File: config.mk
export PLATFORM = sky130hd
export DESIGN_NAME = intExecUnit
export DESIGN_NICKNAME = d
export VERILOG_FILES = /design/src/rtl/execPkg.sv /design/src/rtl/execRegFile.sv /design/src/rtl/execControl.sv /design/src/rtl/execDatapath.sv /design/src/rtl/intExecUnit.sv
export SDC_FILE = /design/constraint.sdc
export NUM_CORES = 2
export LEC_CHECK = 0
export BUFFER_PORTS_ARGS = -buffer_cell sky130_fd_sc_hd__buf_2
export CORE_ASPECT_RATIO = 1.75
export CORE_MARGIN = 5
export CORE_UTILIZATION = 25
export DETAILED_ROUTE_END_ITERATION = 6
export SYNTH_ARGS = -nofsm -noshare
export SYNTH_HDL_FRONTEND = slang
export SYNTH_SLANG_ARGS = --single-unit
File: constraint.sdc
create_clock -name clk -period 10.6 [get_ports clk]
set_clock_uncertainty 0.2 [all_clocks]
set_input_delay 1.06 -clock clk [delete_from_list [all_inputs] [get_ports clk]]
set_output_delay 1.06 -clock clk [all_outputs]
set_load 0.02 [all_outputs]
File: src/rtl/execPkg.sv
package execPkg;

  typedef enum logic [3:0] {
    ALU_ADD,
    ALU_SUB,
    ALU_AND,
    ALU_OR,
    ALU_NOR,
    ALU_SLT,
    ALU_SLTU,
    ALU_SLL,
    ALU_SRL
  } aluOpE;

  // strobes from control to datapath
  typedef struct packed {
    aluOpE aluOp;
    logic  useImm;
    logic  immZero;
    logic  regWrite;
    logic  isBranch;
    logic  branchNe;
  } ctrlStrobesT;

  localparam logic [5:0] OPC_REG   = 6'd0;
  localparam logic [5:0] OPC_BEQ   = 6'd4;
  localparam logic [5:0] OPC_BNE   = 6'd5;
  localparam logic [5:0] OPC_ADDI  = 6'd8;
  localparam logic [5:0] OPC_SLTI  = 6'd10;
  localparam logic [5:0] OPC_SLTIU = 6'd11;
  localparam logic [5:0] OPC_ANDI  = 6'd12;
  localparam logic [5:0] OPC_ORI   = 6'd13;

  localparam logic [5:0] FN_SLL  = 6'd0;
  localparam logic [5:0] FN_SRL  = 6'd2;
  localparam logic [5:0] FN_ADD  = 6'd32;
  localparam logic [5:0] FN_SUB  = 6'd34;
  localparam logic [5:0] FN_AND  = 6'd36;
  localparam logic [5:0] FN_OR   = 6'd37;
  localparam logic [5:0] FN_NOR  = 6'd39;
  localparam logic [5:0] FN_SLT  = 6'd42;
  localparam logic [5:0] FN_SLTU = 6'd43;

endpackage

File: src/rtl/execRegFile.sv
module execRegFile #(
  parameter int DATA_W   = 32,
  parameter int REG_CNT  = 32,
  parameter int RD_PORTS = 2,
  localparam int REG_AW  = $clog2(REG_CNT)
) (
  input  logic                                clk,
  input  logic                                rstN,
  input  logic                                wrEn,
  input  logic [REG_AW-1:0]                   wrAddr,
  input  logic [DATA_W-1:0]                   wrData,
  input  logic [RD_PORTS-1:0][REG_AW-1:0]     rdAddr,
  output logic [RD_PORTS-1:0][DATA_W-1:0]     rdData
);

  logic [DATA_W-1:0] regQ [REG_CNT];

  always_ff @(posedge clk) begin
    if (!rstN) begin
      for (int i = 0; i < REG_CNT; i++) regQ[i] <= '0;
    end else if (wrEn && wrAddr != '0) begin
      regQ[wrAddr] <= wrData;
    end
  end

  for (genvar p = 0; p < RD_PORTS; p++) begin : gRead
    assign rdData[p] = (rdAddr[p] == '0) ? '0 : regQ[rdAddr[p]];
  end

  AST_WRITE_LANDS: assert property (@(posedge clk) disable iff (!rstN)
    wrEn |=> regQ[$past(wrAddr)] == $past(wrData));

  AST_ZERO_NEVER_WRITTEN: assert property (@(posedge clk) disable iff (!rstN)
    wrEn |-> wrAddr != '0);

endmodule

File: src/rtl/execControl.sv
module execControl
  import execPkg::*;
#(
  parameter int REG_AW = 5
) (
  input  logic              instrValid,
  input  logic [5:0]        opcode,
  input  logic [5:0]        funct,
  input  logic [REG_AW-1:0] rtIdx,
  input  logic [REG_AW-1:0] rdIdx,
  output ctrlStrobesT       ctrl,
  output logic [REG_AW-1:0] destIdx,
  output logic              illegal
);

  ctrlStrobesT raw;
  logic writeReq;
  logic badCode;
  logic destRt;

  always_comb begin
    raw      = '0;
    raw.aluOp = ALU_ADD;
    writeReq = 1'b0;
    badCode  = 1'b0;
    destRt   = 1'b0;
    case (opcode)
      OPC_REG: begin
        writeReq = 1'b1;
        case (funct)
          FN_ADD:  raw.aluOp = ALU_ADD;
          FN_SUB:  raw.aluOp = ALU_SUB;
          FN_AND:  raw.aluOp = ALU_AND;
          FN_OR:   raw.aluOp = ALU_OR;
          FN_NOR:  raw.aluOp = ALU_NOR;
          FN_SLT:  raw.aluOp = ALU_SLT;
          FN_SLTU: raw.aluOp = ALU_SLTU;
          FN_SLL:  raw.aluOp = ALU_SLL;
          FN_SRL:  raw.aluOp = ALU_SRL;
          default: badCode = 1'b1;
        endcase
      end
      OPC_BEQ: raw.isBranch = 1'b1;
      OPC_BNE: begin
        raw.isBranch = 1'b1;
        raw.branchNe = 1'b1;
      end
      OPC_ADDI: begin
        writeReq = 1'b1; destRt = 1'b1; raw.useImm = 1'b1;
        raw.aluOp = ALU_ADD;
      end
      OPC_SLTI: begin
        writeReq = 1'b1; destRt = 1'b1; raw.useImm = 1'b1;
        raw.aluOp = ALU_SLT;
      end
      OPC_SLTIU: begin
        writeReq = 1'b1; destRt = 1'b1; raw.useImm = 1'b1;
        raw.aluOp = ALU_SLTU;
      end
      OPC_ANDI: begin
        writeReq = 1'b1; destRt = 1'b1; raw.useImm = 1'b1;
        raw.immZero = 1'b1; raw.aluOp = ALU_AND;
      end
      OPC_ORI: begin
        writeReq = 1'b1; destRt = 1'b1; raw.useImm = 1'b1;
        raw.immZero = 1'b1; raw.aluOp = ALU_OR;
      end
      default: badCode = 1'b1;
    endcase
  end

  always_comb begin
    destIdx       = destRt ? rtIdx : rdIdx;
    illegal       = instrValid & badCode;
    ctrl          = raw;
    ctrl.regWrite = instrValid & writeReq & ~badCode & (destIdx != '0);
    ctrl.isBranch = instrValid & raw.isBranch;
  end

endmodule

File: src/rtl/execDatapath.sv
module execDatapath
  import execPkg::*;
#(
  parameter int DATA_W  = 32,
  parameter int REG_CNT = 32,
  localparam int REG_AW = $clog2(REG_CNT),
  localparam int IMM_W  = 16
) (
  input  logic              clk,
  input  logic              rstN,
  input  ctrlStrobesT       ctrl,
  input  logic [REG_AW-1:0] rsIdx,
  input  logic [REG_AW-1:0] rtIdx,
  input  logic [REG_AW-1:0] destIdx,
  input  logic [4:0]        shamt,
  input  logic [IMM_W-1:0]  imm16,
  output logic              branchTaken,
  output logic              wbEn,
  output logic [REG_AW-1:0] wbAddr,
  output logic [DATA_W-1:0] wbData
);

  logic [1:0][REG_AW-1:0] rdAddr;
  logic [1:0][DATA_W-1:0] rdData;
  logic [DATA_W-1:0] opA, rtVal, opB, immExt, aluOut;

  assign rdAddr[0] = rsIdx;
  assign rdAddr[1] = rtIdx;

  execRegFile #(.DATA_W(DATA_W), .REG_CNT(REG_CNT), .RD_PORTS(2)) uRegs (
    .clk   (clk),
    .rstN  (rstN),
    .wrEn  (wbEn),
    .wrAddr(wbAddr),
    .wrData(wbData),
    .rdAddr(rdAddr),
    .rdData(rdData)
  );

  assign opA    = rdData[0];
  assign rtVal  = rdData[1];
  assign immExt = ctrl.immZero ? {{(DATA_W-IMM_W){1'b0}}, imm16}
                               : {{(DATA_W-IMM_W){imm16[IMM_W-1]}}, imm16};
  assign opB    = ctrl.useImm ? immExt : rtVal;

  always_comb begin
    case (ctrl.aluOp)
      ALU_ADD:  aluOut = opA + opB;
      ALU_SUB:  aluOut = opA - opB;
      ALU_AND:  aluOut = opA & opB;
      ALU_OR:   aluOut = opA | opB;
      ALU_NOR:  aluOut = ~(opA | opB);
      ALU_SLT:  aluOut = {{(DATA_W-1){1'b0}}, $signed(opA) < $signed(opB)};
      ALU_SLTU: aluOut = {{(DATA_W-1){1'b0}}, opA < opB};
      ALU_SLL:  aluOut = rtVal << shamt;
      ALU_SRL:  aluOut = rtVal >> shamt;
      default:  aluOut = '0;
    endcase
  end

  assign branchTaken = ctrl.isBranch & (ctrl.branchNe ? (opA != rtVal) : (opA == rtVal));
  assign wbEn   = ctrl.regWrite;
  assign wbAddr = destIdx;
  assign wbData = aluOut;

  AST_SLT_IS_BOOL: assert property (@(posedge clk) disable iff (!rstN)
    (ctrl.aluOp == ALU_SLT || ctrl.aluOp == ALU_SLTU) |-> wbData[DATA_W-1:1] == '0);

  AST_SRL_ZERO_FILL: assert property (@(posedge clk) disable iff (!rstN)
    (ctrl.aluOp == ALU_SRL && shamt != 5'd0) |-> !wbData[DATA_W-1]);

  AST_BRANCH_NO_WRITE: assert property (@(posedge clk) disable iff (!rstN)
    branchTaken |-> !wbEn);

endmodule

File: src/rtl/intExecUnit.sv
module intExecUnit
  import execPkg::*;
#(
  parameter int DATA_W  = 32,
  parameter int REG_CNT = 32,
  localparam int REG_AW = $clog2(REG_CNT)
) (
  input  logic              clk,
  input  logic              rstN,
  input  logic              instrValid,
  input  logic [31:0]       instrWord,
  output logic              branchTaken,
  output logic              illegalInstr,
  output logic              wbEn,
  output logic [REG_AW-1:0] wbAddr,
  output logic [DATA_W-1:0] wbData
);

  ctrlStrobesT ctrl;
  logic [REG_AW-1:0] destIdx;

  execControl #(.REG_AW(REG_AW)) uCtrl (
    .instrValid(instrValid),
    .opcode    (instrWord[31:26]),
    .funct     (instrWord[5:0]),
    .rtIdx     (instrWord[16 +: REG_AW]),
    .rdIdx     (instrWord[11 +: REG_AW]),
    .ctrl      (ctrl),
    .destIdx   (destIdx),
    .illegal   (illegalInstr)
  );

  execDatapath #(.DATA_W(DATA_W), .REG_CNT(REG_CNT)) uPath (
    .clk        (clk),
    .rstN       (rstN),
    .ctrl       (ctrl),
    .rsIdx      (instrWord[21 +: REG_AW]),
    .rtIdx      (instrWord[16 +: REG_AW]),
    .destIdx    (destIdx),
    .shamt      (instrWord[10:6]),
    .imm16      (instrWord[15:0]),
    .branchTaken(branchTaken),
    .wbEn       (wbEn),
    .wbAddr     (wbAddr),
    .wbData     (wbData)
  );

  AST_ILLEGAL_SILENT: assert property (@(posedge clk) disable iff (!rstN)
    illegalInstr |-> (!wbEn && !branchTaken));

  AST_IDLE_QUIET: assert property (@(posedge clk) disable iff (!rstN)
    !instrValid |-> (!wbEn && !branchTaken && !illegalInstr));

endmodule

==> results.cfg <==
[run_status]
status = complete, no violations

[clocking]
cts-root-buf = clkbuf_16
clockBufferDepth = 3
hold_buffers = 0
cts_buffers = 79
ctsHtreeMaxLevel = 3
clock_latency_ns = 0.70
clk_pin_slew_ns = 0.08
post-cts-setup-buffer-count = 0
cts.sinks = 1024
cts_tree = done
ctsResizeCount = 0

[timing]
worstMarginPinSlew_ns = 1.28
hold_viol = 0
fin_crit_ns = 9.51
slew_headroom = 0.144
rsz0062_at_grt = no
period_share = 0.897
fmax_mhz = 105
tns_ns = 0
postLayoutSetupSlackWorst_ns = 1.09
setup_viol_count_final = 0
fin_hold_ws_ns = 1.09
finalMaxSlewViolations = 0

[routing]
first_iter_violations = 6210
antenna_left = 0
vias_per_cell = 5.85
wl_per_cell_um = 35.1
vias = 50533
firstDrtPassIters = 6
routed_wl_um = 303000
drc = 0

[placed_design]
pre_cts_ws_ns = 1.46
place_congestion = 1.02
dp.cells = 8480
portBuffers = 74
dp_hpwl_um = 213000
dpl-instance-area_um2 = 68500

[logic_synthesis]
synth_top_area_frac = 0.477
ys_seq_area_frac = 0.477
ys.warnings.count = 0
synth_area_leaders = edfxtp_1, mux4_2, nor2_1
ys.flop_type = edfxtp_1
async_flop_share = 0
yosysUniqueCellTypes = 130
ys_ff_latch = 1024
syn-cell-area_um2 = 64500
synth_enable_flop_cells = 1024
syn_area_per_cell_um2 = 12.1
synth_cells = 5311
yosys.area.top_type = edfxtp_1

[layout]
multi_input_area_um2 = 30800
reg_top3 = uPath.uRegs.regQ x1024
mostFrequentLayoutCells = nor2_1, edfxtp_1, mux4_2
final-seq-area_um2 = 30700
nNetsFinal = 5347
largest_register_ff_count = 1024
drive_above_1_share = 0.226
syn2layout_area_growth_pct = 10.3
fillers = 26575
final_common_cell = nor2_1
top_register = uPath.uRegs.regQ
postLayoutCoreUtil = 0.277
final_cells = 8635
postLayoutCellArea_um2 = 71100

[grt]
grt_overflow = 0
grt_first_pass_wirelength_um = 412000
grt_pass1_vias = 51312
antenna_found_initial = 17
grt_usage = 0.217
grt_max_degree = 81

[setup_path]
crit_type = input port to primary output
end_kind = primary output
r2r_end = uPath.uRegs.regQ[1][31]
required_ns = 9.34
r2r-start = uPath.uRegs.regQ[13][0]
timing.critical_path.fanout_max = 32
start_kind = input port
critPathArrivalTime_ns = 8.25
r2r_slack_ns = 3.38
rr_worst_depth = 19

[floorplanning]
core-area_um2 = 257000
io_pins = 75
dieHeight_um = 682
dieWidth_um = 394
start_util = 0.251
die_area_um2 = 269000
fp-row-count = 246

[flow_run]
drv_cap = 0

[hold_path]
worstHoldEndpoint = uPath.uRegs.regQ[0][25]
hold_class = input port to register
min_path_cells = 3
min_from = rstN

[pwr]
powerDensity_nw_per_um2 = 162
peakVddDrop_v = 0.000122
p_leak_nw = 25.5
power_mw = 11.5
## layer usage
metal  vias to the layer above  wire [µm]  part of all wire  track usage
li1                      20010          -                 -            -
met1                     25558      91400              0.30        0.213
met2                      3688     151000              0.50        0.384
met3                      1267      25600             0.085       0.0414
met4                        10      34600              0.11        0.202
met5                         -         62           0.00020            0
## cells in the mapped netlist, types with 38 or more instances
library cell  number
a22oi_1           83
buf_2            107
nand2_1          252
mux4_2           461
xnor2_1           38
mux2i_1          230
clkbuf_1         234
mux2_2            52
a21oi_1          151
o22ai_1           68
o21ai_0           91
ha_1              95
buf_4             53
inv_1            130
nand4_1           44
edfxtp_1        1024
a211oi_1          46
nor2_1          1161
nand3_1           80
nor3_1            68
## final cells by class
| type | count | area share |
|---|---|---|
| timing repair buffer | 302 | 0.0322 |
| sequential | 1024 | 0.432 |
| tap | 3348 | 0.0589 |
| clock buffer | 93 | 0.0288 |
| inverter | 143 | 0.00754 |
| antenna | 9 | 0.000317 |
| multi-input combinational | 3665 | 0.433 |
| clock inverter | 51 | 0.00746 |
## cells by family after synthesis
| kind of cell | synth area share |
|---|---|
| XOR/XNOR | 0.00706 |
| AO/OA/AOI/OAI | 0.0975 |
| adder cells (fa/ha/maj) | 0.0191 |
| buffers and inverters | 0.0562 |
| other | 0.0000581 |
| flip-flops | 0.477 |
| multiplexers | 0.215 |
| AND/OR/NAND/NOR | 0.128 |
## worst max-delay path, cell delays in order
cell and delay, ns:
buf_4 0.46, buf_4 0.37, buf_4 0.43, mux4_2 0.37, a22o_1 0.29, or4_1 0.47, nand3_1 0.32, nor2_1 0.08
a21o_1 0.22, ha_1 0.46, nor2_1 0.25, nand2_1 0.19, nor4b_2 0.54, a21oi_2 0.20, o41ai_1 1.07, a41oi_1 0.30
a221o_1 0.46, a21oi_4 0.39, inv_1 0.07, buf_2 0.17
## where the power goes
group / leakage, nW / internal (mW) / switching [mW]
clock: 1.26 / 1.61 / 1.54
sequential: 10.6 / 4.58 / 0.0756
combinational: 13.7 / 1.00 / 2.74
total: 25.5 / 7.19 / 4.36
## worst max-delay path by stage
stage | from | to | slack [ns] | cells after the start
after floorplan | instrWord[22] | wbData[31] | 2.85 | 25
after global placement | instrWord[18] | wbData[19] | 1.48 | 20
after detailed placement | instrWord[19] | wbData[25] | 1.46 | 21
after CTS | instrWord[18] | wbData[19] | 1.45 | 20
after global routing | instrWord[18] | wbData[19] | 0.94 | 20
final | instrWord[18] | wbData[19] | 1.09 | 20
No activity file was read; power rests on OpenSTA's default activity.
